**src/rtl/lpm_pkg.sv**
```systemverilog
package lpm_pkg;
  localparam int SCALE_W = 2;
  localparam int CFG_W = 5;
  localparam int MODE_BIT = 0;
  localparam int SCALE_LSB = 1;
  localparam int FLASH_BIT = 3;
  localparam int CLR_BIT = 4;
  localparam logic [SCALE_W-1:0] SCALE_RESET = 2'd3;
  localparam logic [SCALE_W-1:0] SCALE_LOWEST = 2'd1;
  localparam logic [SCALE_W-1:0] SCALE_NONE = 2'd0;

  typedef enum logic [1:0] {
    LPM_RUN     = 2'd0,
    LPM_STOP    = 2'd1,
    LPM_STANDBY = 2'd2
  } lpm_state_t;

  typedef struct packed {
    logic enterStop;
    logic enterStandby;
    logic wakeUp;
  } lpm_strobe_t;
endpackage

```
**src/rtl/lpm_ctrl_fsm.sv**
```systemverilog
module lpm_ctrl_fsm
  import lpm_pkg::*;
(
  input  logic        clk,
  input  logic        rstN,
  input  logic        sleepReq,
  input  logic        wakeEvt,
  input  logic        modeSel,
  output lpm_state_t  state,
  output lpm_strobe_t strobe
);
  lpm_state_t nextState;

  always_comb begin
    strobe = '0;
    nextState = state;
    unique case (state)
      LPM_RUN: begin
        if (sleepReq) begin
          if (modeSel) begin
            nextState = LPM_STANDBY;
            strobe.enterStandby = 1'b1;
          end else begin
            nextState = LPM_STOP;
            strobe.enterStop = 1'b1;
          end
        end
      end
      LPM_STOP, LPM_STANDBY: begin
        if (wakeEvt) begin
          nextState = LPM_RUN;
          strobe.wakeUp = 1'b1;
        end
      end
      default: nextState = LPM_RUN;
    endcase
  end

  always_ff @(posedge clk or negedge rstN) begin
    if (!rstN) state <= LPM_RUN;
    else       state <= nextState;
  end

  AST_WAKE_TO_RUN: assert property (@(posedge clk) disable iff (!rstN)
    (state != LPM_RUN && wakeEvt) |=> state == LPM_RUN);
  AST_SLEEP_HELD_OFF: assert property (@(posedge clk) disable iff (!rstN)
    (state == LPM_STANDBY && sleepReq && !wakeEvt) |=> state == LPM_STANDBY);
  AST_RUN_WAKE_IGNORED: assert property (@(posedge clk) disable iff (!rstN)
    (state == LPM_RUN && !sleepReq) |=> state == LPM_RUN);
  AST_ENTRY_BY_MODE: assert property (@(posedge clk) disable iff (!rstN)
    (state == LPM_RUN && sleepReq) |=> state == (modeSel ? LPM_STANDBY : LPM_STOP));
endmodule

```
**src/rtl/lpm_datapath.sv**
```systemverilog
module lpm_datapath
  import lpm_pkg::*;
(
  input  logic               clk,
  input  logic               rstN,
  input  logic               porRstN,
  input  lpm_strobe_t        strobe,
  input  logic               cfgWrEn,
  input  logic [CFG_W-1:0]   cfgWrData,
  output logic               modeSel,
  output logic [CFG_W-1:0]   cfgRdData,
  output logic               flagStop,
  output logic               flagStandby,
  output logic               flashLpReq,
  output logic [SCALE_W-1:0] stopVoltLvl
);
  logic               flashBit;
  logic [SCALE_W-1:0] scaleSel;
  logic [SCALE_W-1:0] wrScale;
  logic               clearCmd;

  assign wrScale  = cfgWrData[SCALE_LSB +: SCALE_W];
  assign clearCmd = cfgWrEn && cfgWrData[CLR_BIT];

  always_ff @(posedge clk or negedge rstN) begin
    if (!rstN) begin
      modeSel  <= 1'b0;
      flashBit <= 1'b0;
      scaleSel <= SCALE_RESET;
    end else if (cfgWrEn) begin
      modeSel  <= cfgWrData[MODE_BIT];
      flashBit <= cfgWrData[FLASH_BIT];
      if (wrScale != SCALE_NONE) scaleSel <= wrScale;
    end
  end

  always_comb begin
    cfgRdData = '0;
    cfgRdData[MODE_BIT] = modeSel;
    cfgRdData[FLASH_BIT] = flashBit;
    cfgRdData[SCALE_LSB +: SCALE_W] = scaleSel;
  end

  always_ff @(posedge clk or negedge rstN) begin
    if (!rstN)                   flagStop <= 1'b0;
    else if (strobe.enterStop)   flagStop <= 1'b1;
    else if (clearCmd)           flagStop <= 1'b0;
  end

  always_ff @(posedge clk or negedge porRstN) begin
    if (!porRstN)                 flagStandby <= 1'b0;
    else if (strobe.enterStandby) flagStandby <= 1'b1;
    else if (clearCmd)            flagStandby <= 1'b0;
  end

  always_ff @(posedge clk or negedge rstN) begin
    if (!rstN) begin
      flashLpReq  <= 1'b0;
      stopVoltLvl <= SCALE_NONE;
    end else if (strobe.enterStop) begin
      flashLpReq  <= flashBit || (scaleSel == SCALE_LOWEST);
      stopVoltLvl <= scaleSel;
    end else if (strobe.wakeUp) begin
      flashLpReq  <= 1'b0;
      stopVoltLvl <= SCALE_NONE;
    end
  end

  AST_STOP_FLAG_SET: assert property (@(posedge clk) disable iff (!rstN)
    strobe.enterStop |=> flagStop);
  AST_STBY_FLAG_SET: assert property (@(posedge clk) disable iff (!rstN)
    strobe.enterStandby |=> flagStandby);
  AST_CLEAR_ACTS: assert property (@(posedge clk) disable iff (!rstN)
    (clearCmd && !strobe.enterStop) |=> !flagStop);
  AST_SET_BEATS_CLEAR: assert property (@(posedge clk) disable iff (!rstN)
    (clearCmd && strobe.enterStop) |=> flagStop);
  AST_LOWEST_FORCES_FLASH: assert property (@(posedge clk) disable iff (!rstN)
    (stopVoltLvl == SCALE_LOWEST) |-> flashLpReq);
  AST_SCALE_NEVER_ZERO: assert property (@(posedge clk) disable iff (!rstN)
    scaleSel != SCALE_NONE);
  AST_WAKE_RELEASE: assert property (@(posedge clk) disable iff (!rstN)
    strobe.wakeUp |=> (!flashLpReq && stopVoltLvl == SCALE_NONE));
endmodule

```
**src/rtl/lpm_entry_ctrl.sv**
```systemverilog
module lpm_entry_ctrl
  import lpm_pkg::*;
(
  input  logic               clk,
  input  logic               porRstN,
  input  logic               sysRstN,
  input  logic               sleepReq,
  input  logic               wakeEvt,
  input  logic               cfgWrEn,
  input  logic [CFG_W-1:0]   cfgWrData,
  output logic [CFG_W-1:0]   cfgRdData,
  output logic [1:0]         lpState,
  output logic               flagStop,
  output logic               flagStandby,
  output logic               flashLpReq,
  output logic [SCALE_W-1:0] stopVoltLvl
);
  logic        rstN;
  logic        modeSel;
  lpm_state_t  state;
  lpm_strobe_t strobe;

  assign rstN    = porRstN && sysRstN;
  assign lpState = state;

  lpm_ctrl_fsm u_fsm (
    .clk      (clk),
    .rstN     (rstN),
    .sleepReq (sleepReq),
    .wakeEvt  (wakeEvt),
    .modeSel  (modeSel),
    .state    (state),
    .strobe   (strobe)
  );

  lpm_datapath u_dp (
    .clk         (clk),
    .rstN        (rstN),
    .porRstN     (porRstN),
    .strobe      (strobe),
    .cfgWrEn     (cfgWrEn),
    .cfgWrData   (cfgWrData),
    .modeSel     (modeSel),
    .cfgRdData   (cfgRdData),
    .flagStop    (flagStop),
    .flagStandby (flagStandby),
    .flashLpReq  (flashLpReq),
    .stopVoltLvl (stopVoltLvl)
  );

  AST_FLASH_ONLY_IN_STOP: assert property (@(posedge clk) disable iff (!rstN)
    flashLpReq |-> state == LPM_STOP);
endmodule

```
**config.mk**
```make
export PLATFORM = sky130hd
export DESIGN_NAME = lpm_entry_ctrl
export DESIGN_NICKNAME = d
export VERILOG_FILES = /design/src/rtl/lpm_pkg.sv /design/src/rtl/lpm_ctrl_fsm.sv /design/src/rtl/lpm_datapath.sv /design/src/rtl/lpm_entry_ctrl.sv
export SDC_FILE = /design/constraint.sdc
export NUM_CORES = 1
export LEC_CHECK = 0
export ABC_AREA = 1
export BUFFER_PORTS_ARGS = -buffer_cell sky130_fd_sc_hd__buf_2
export CAP_MARGIN = 30
export CORE_AREA = 2 2 39 41
export CTS_CLUSTER_DIAMETER = 40
export CTS_CLUSTER_SIZE = 25
export DETAILED_ROUTE_END_ITERATION = 7
export DIE_AREA = 0 0 41 43
export PLACE_DENSITY = 0.74
export SLEW_MARGIN = 20
export SYNTH_ARGS = -nofsm -noshare
export SYNTH_HDL_FRONTEND = slang
export SYNTH_SLANG_ARGS = --single-unit
```
**constraint.sdc**
```tcl
create_clock -name clk -period 1.6 [get_ports clk]
set_input_delay 0.24 -clock clk [delete_from_list [all_inputs] [get_ports clk]]
set_output_delay 0.24 -clock clk [all_outputs]
set_load 0.03 [all_outputs]
```
Yosys cells after proc, flatten, opt, wreduce, memory -nomap -nowiden

Cells that the tools add are included.

Register bits: 11
Input port bits: 11
Output and inout port bits: 12

Mux-type cells: 17
Reductions and logical operators: 11
Eq/ne operators: 5

Operators with widths:

| kind                                                                   | count |
|---|---|
| 2-bit 2-to-1 mux                                                       | 7 |
| 1-bit 2-to-1 mux                                                       | 9 |
| 2-bit nonzero test                                                     | 4 |
| 2-bit by 1-bit equality test with 1-bit output (second input constant) | 2 |
| 2-bit inequality test (second input constant)                          | 2 |
| 2-bit one-hot mux with 2 select lines                                  | 1 |
| 2-bit AND reduction                                                    | 2 |
| 2-bit equality test (second input constant)                            | 1 |
| 1-bit logical AND                                                      | 2 |
| 2-bit logical NOT                                                      | 1 |
| 2-bit OR reduction                                                     | 1 |
| 1-bit logical OR                                                       | 1 |

Logic depth before layout (Yosys ltp)

Depth after elaboration: 5
Gate-level depth with buffers: 6

By module

Synthesis repeated with hierarchy kept, for this count alone.

Cell total of the unflattened synthesis: 68
Area total of the unflattened synthesis: 541.8 um2

By module, submodules not included:

| module         | area an instance (um2) | instances | cells each |
|---|---|---|---|
| lpm_datapath   | 371.6                  | 1         | 41 |
| lpm_ctrl_fsm   | 162.7                  | 1         | 25 |
| lpm_entry_ctrl | 7.5                    | 1         | 2 |

Worst setup path after synthesis

No wires, ideal clock.

Path type: reg-to-reg
From: register u_fsm.state[0]
To: register u_fsm.state[1]
Cell stages (with the launch flop): 7
Buffers on the path: 0
Arrival: 1168 ps
Slack: 314 ps
Clock period less this slack: 1286 ps
Cell sequence: dfrtp_1 -> inv_1 -> ha_1 -> nand2_1 -> nand2_1 -> nand2_1 -> nand2_1

Word-level cells in the longest chain between the ends: 4

Ends and longest elaborated chain:

| element                                                                                      | line               | RTL |
|---|---|---|
| start, declared                                                                              | lpm_ctrl_fsm.sv:9  | `output lpm_state_t state,` |
| start signal, assigned                                                                       | lpm_ctrl_fsm.sv:41 | `else state <= nextState;` |
| 2-bit by 1-bit equality test with 1-bit output / 2-bit equality test (equally long branches) | lpm_ctrl_fsm.sv:17 | `unique case (state)` |
| 2-bit OR reduction                                                                           | lpm_ctrl_fsm.sv:17 |  |
| 2-bit inequality test (no line)                                                              | n/a                |  |
| 2-bit AND reduction (no line)                                                                | n/a                |  |

Several ways; a longest one is shown, not always the timed one.
A chain may end at the register's enable or synchronous reset.

Final worst setup path

From: register u_dp.scaleSel[0]
To: output port cfgRdData[1]

RTL lines:

| element                | line                 | RTL |
|---|---|---|
| start, declared        | lpm_datapath.sv:18   | `logic [SCALE_W-1:0] scaleSel;` |
| start signal, assigned | lpm_datapath.sv:33   | `if (wrScale != SCALE_NONE) scaleSel <= wrScale;` |
| end, declared          | lpm_entry_ctrl.sv:11 | `output logic [CFG_W-1:0] cfgRdData,` |

No word-level cell between the ends.

==> impl_metrics.json <==
{
  "reg2reg_to": "u_fsm.state[1]$_DFFE_PN0P_",
  "ir_worst_vdd_mv": 0.7235,
  "cp_max_fo": 4,
  "wl_um": 1069,
  "synth_xor_area_share_pct": 0,
  "ctsResizeCount": 0,
  "core_um2": 1384,
  "synth_compound_area_share_pct": 1.835,
  "start_kind": "flop",
  "initial_core_util_pct": 39.42,
  "grt_start_max_net_pins": 11,
  "final_common_cell": "nand2_1",
  "grtUsageTotal_pct": 16.73,
  "drive_gt1_share_pct": 30.11,
  "min_from": "cfgWrData[3]",
  "maxCapViolCount": 0,
  "grt_setup_unrepaired": "no",
  "diodes": 0,
  "synthMuxAreaShare_pct": 0,
  "holdPathEnd": "u_dp.flashBit$_DFFE_PN0P_",
  "p_per_area_nw_per_um2": 1633,
  "synth_simple_gate_area_share_pct": 31.65,
  "syn_nets": 82,
  "clock_skew_ns": 0.001888,
  "min_path_cells": 3,
  "synth_seq_area_share_pct": 50.92,
  "fmax_mhz": 788.8,
  "final_util_pct": 50.18,
  "crit_family": "flip-flops",
  "worstSetupPathType": "flop to output port",
  "crit_path_end_kind": "output port",
  "syn_inst": 69,
  "ff_latch_area_um2": 277.8,
  "drcViolationCount": 0,
  "antenna_found_initial": 0,
  "rows": 14,
  "die_area_um2": 1763,
  "wl_per_cell_um": 9.807,
  "ys_types": 13,
  "yosysTopAreaCell": "dfrtp_1",
  "min_period_ns": 1.268,
  "cp-startpoint": "u_dp.scaleSel[0]$_DFFE_PN1P_",
  "num_vias": 487,
  "fin_crit_sh_pct": 79.23,
  "switching_share_pct": 44.73,
  "port_buffers": 21,
  "fillCellCount": 147,
  "syn_avg_cell_area_um2": 7.906,
  "layout.nets": 107,
  "drv_slew": 0,
  "clockRootBuffer": "clkbuf_4",
  "ys_ff_latch": 11,
  "switchingPower_uw": 507.3,
  "outcome": "completed",
  "die_y_um": 43,
  "grt_pass1_wl_um": 1856,
  "ctsHtreeMaxLevel": 1,
  "synth_fa_ha_area_share_pct": 4.587,
  "clk_latency_ns": 0.27,
  "crit_chain": "buf_2",
  "critical_path_required_ns": 1.36,
  "p_clk_share_pct": 16.8,
  "max_stage_delay_ns": 0.56,
  "multi_input_area_um2": 211.5,
  "clock-sinks": 11,
  "hold_class": "primary input to flop",
  "synth_top_family_by_area": "simple AND/OR/NAND/NOR gates",
  "gp_congestion": 0.6596,
  "reg2reg_depth": 6,
  "grt_pass1_vias": 454,
  "yosysTopAreaCellShare_pct": 41.28,
  "avgViaCountPerCell": 4.468,
  "arrival_ns": 1.03,
  "cts_tree": "done",
  "r2r-start": "u_fsm.state[1]$_DFFE_PN0P_",
  "io_pins": 23,
  "setup_violations": 0,
  "clk_pin_slew_ns": 0.07,
  "slowest_stage": "dfstp_2",
  "cellLeakagePower_uw": 0.0004240,
  "reg2reg_slack_ns": 0.46,
  "synth_area_um2": 545.5,
  "die_x_um": 41,
  "overflow": 0,
  "clockBufferDepth": 2,
  "cts-buffers-inserted": 3,
  "post-cts-setup-buffers": 0,
  "drt_iter0_drc": 4,
  "p_int_uw": 626.8,
  "hold_violations": 0,
  "drt_first_pass_iters": 3,
  "synth_area_leaders": "dfrtp_1 41%, nand2_1 22%, dfstp_2 9.6%",
  "syn_to_final_growth_pct": 27.29,
  "comb_power_share_pct": 46.5,
  "critPathBufInv": 1,
  "ant_nets": 0,
  "layout_common_cells": "32 x nand2_1, 21 x buf_2, 9 x inv_1, 9 x dfrtp_1, 5 x nand3_1",
  "tns_ns": 0,
  "hold_buffers": 2,
  "ys_warn_count": 0,
  "power_frac_seq_pct": 36.7
}
==> worst reg2reg max path: cells and delay by family (launching register included) <==
kind	cells	cell delay, ns
fa+ha+maj	1	0.28
buf+inv	1	0.08
simple gates	4	0.30
flops	1	0.39
==> cell usage after synthesis (all sizes together) <==
library cell,number
o21ai,2
nor2,2
nand3b,1
dfstp,2
conb,1
inv,9
nand3,6
buf,3
dfrtp,9
nand2,32
ha,2
==> cell families (layout without fill, tap and decap cells) <==
kind of cell | after synthesis | after routing
buffers and inverters | 12 | 36
DFF | 11 | 11
adders and majority gates | 2 | 2
other | 1 | 1
AOI/OAI and AO/OA | 2 | 2
and+or+nand+nor | 41 | 41
==> metrics by stage <==
step | worst slack [ns] | std cells | power [µW] | instance area [µm²] | hold WS, ns
global placement | 0.5295 | 103 | 935.3 | 648.1 | 0.02156
CTS | 0.3242 | 109 | 1149 | 694.4 | 0.1742
floorplan | 0.3140 | 69 | 809.4 | 545.5 | -0.05559
detailed placement | 0.4676 | 103 | 952.4 | 648.1 | 0.02253
global route | 0.2906 | 109 | 1240 | 694.4 | 0.1908
finish | 0.3323 | 109 | 1134 | 694.4 | 0.1822
==> how the worst max path moves through the flow <==
stage | cells past startpoint | to
detailed placement | 6 | u_fsm.state[1]$_DFFE_PN0P_
global placement | 6 | u_fsm.state[0]$_DFFE_PN0P_
floorplan | 6 | u_fsm.state[1]$_DFFE_PN0P_
finish | 1 | cfgRdData[1]
CTS | 1 | cfgRdData[2]
global route | 1 | cfgRdData[1]
==> sequential cells by signal (all words and copies together) (netlist names) <==
name,cells
u_dp.scaleSel,2
u_dp.stopVoltLvl,2
u_fsm.state,2
u_dp.flagStandby,1
u_dp.flagStop,1
u_dp.flashBit,1
u_dp.flashLpReq,1
u_dp.modeSel,1
==> cell type report <==
class                   instances  area share, %
flip-flops and latches         11          40.00
well taps                      16          2.883
repair buffers                 23          18.02
clock buffers                   4          3.784
multi-input cells              46          30.45
inverters                       9          4.865
==> power by group through the flow <==
stage	clock, µW	sequential [µW]	combinational (µW)
final	190	417	527
after global routing	213	429	598
after CTS	197	417	535
after detailed placement	0	422	530
after global placement	0	420	515
after floorplan	0	581	228
==> per-layer routing <==
metal | GRT usage (%) | vias up | routed length, µm
met1 | 19.32 | 213 | 451
met2 | 23.75 | 17 | 507
li1 | - | 253 | -
met3 | 5.236 | 4 | 75
met4 | 14.00 | 0 | 35
met5 | 0 | - | 0
Note: power is estimated with default switching activity, not from simulation.
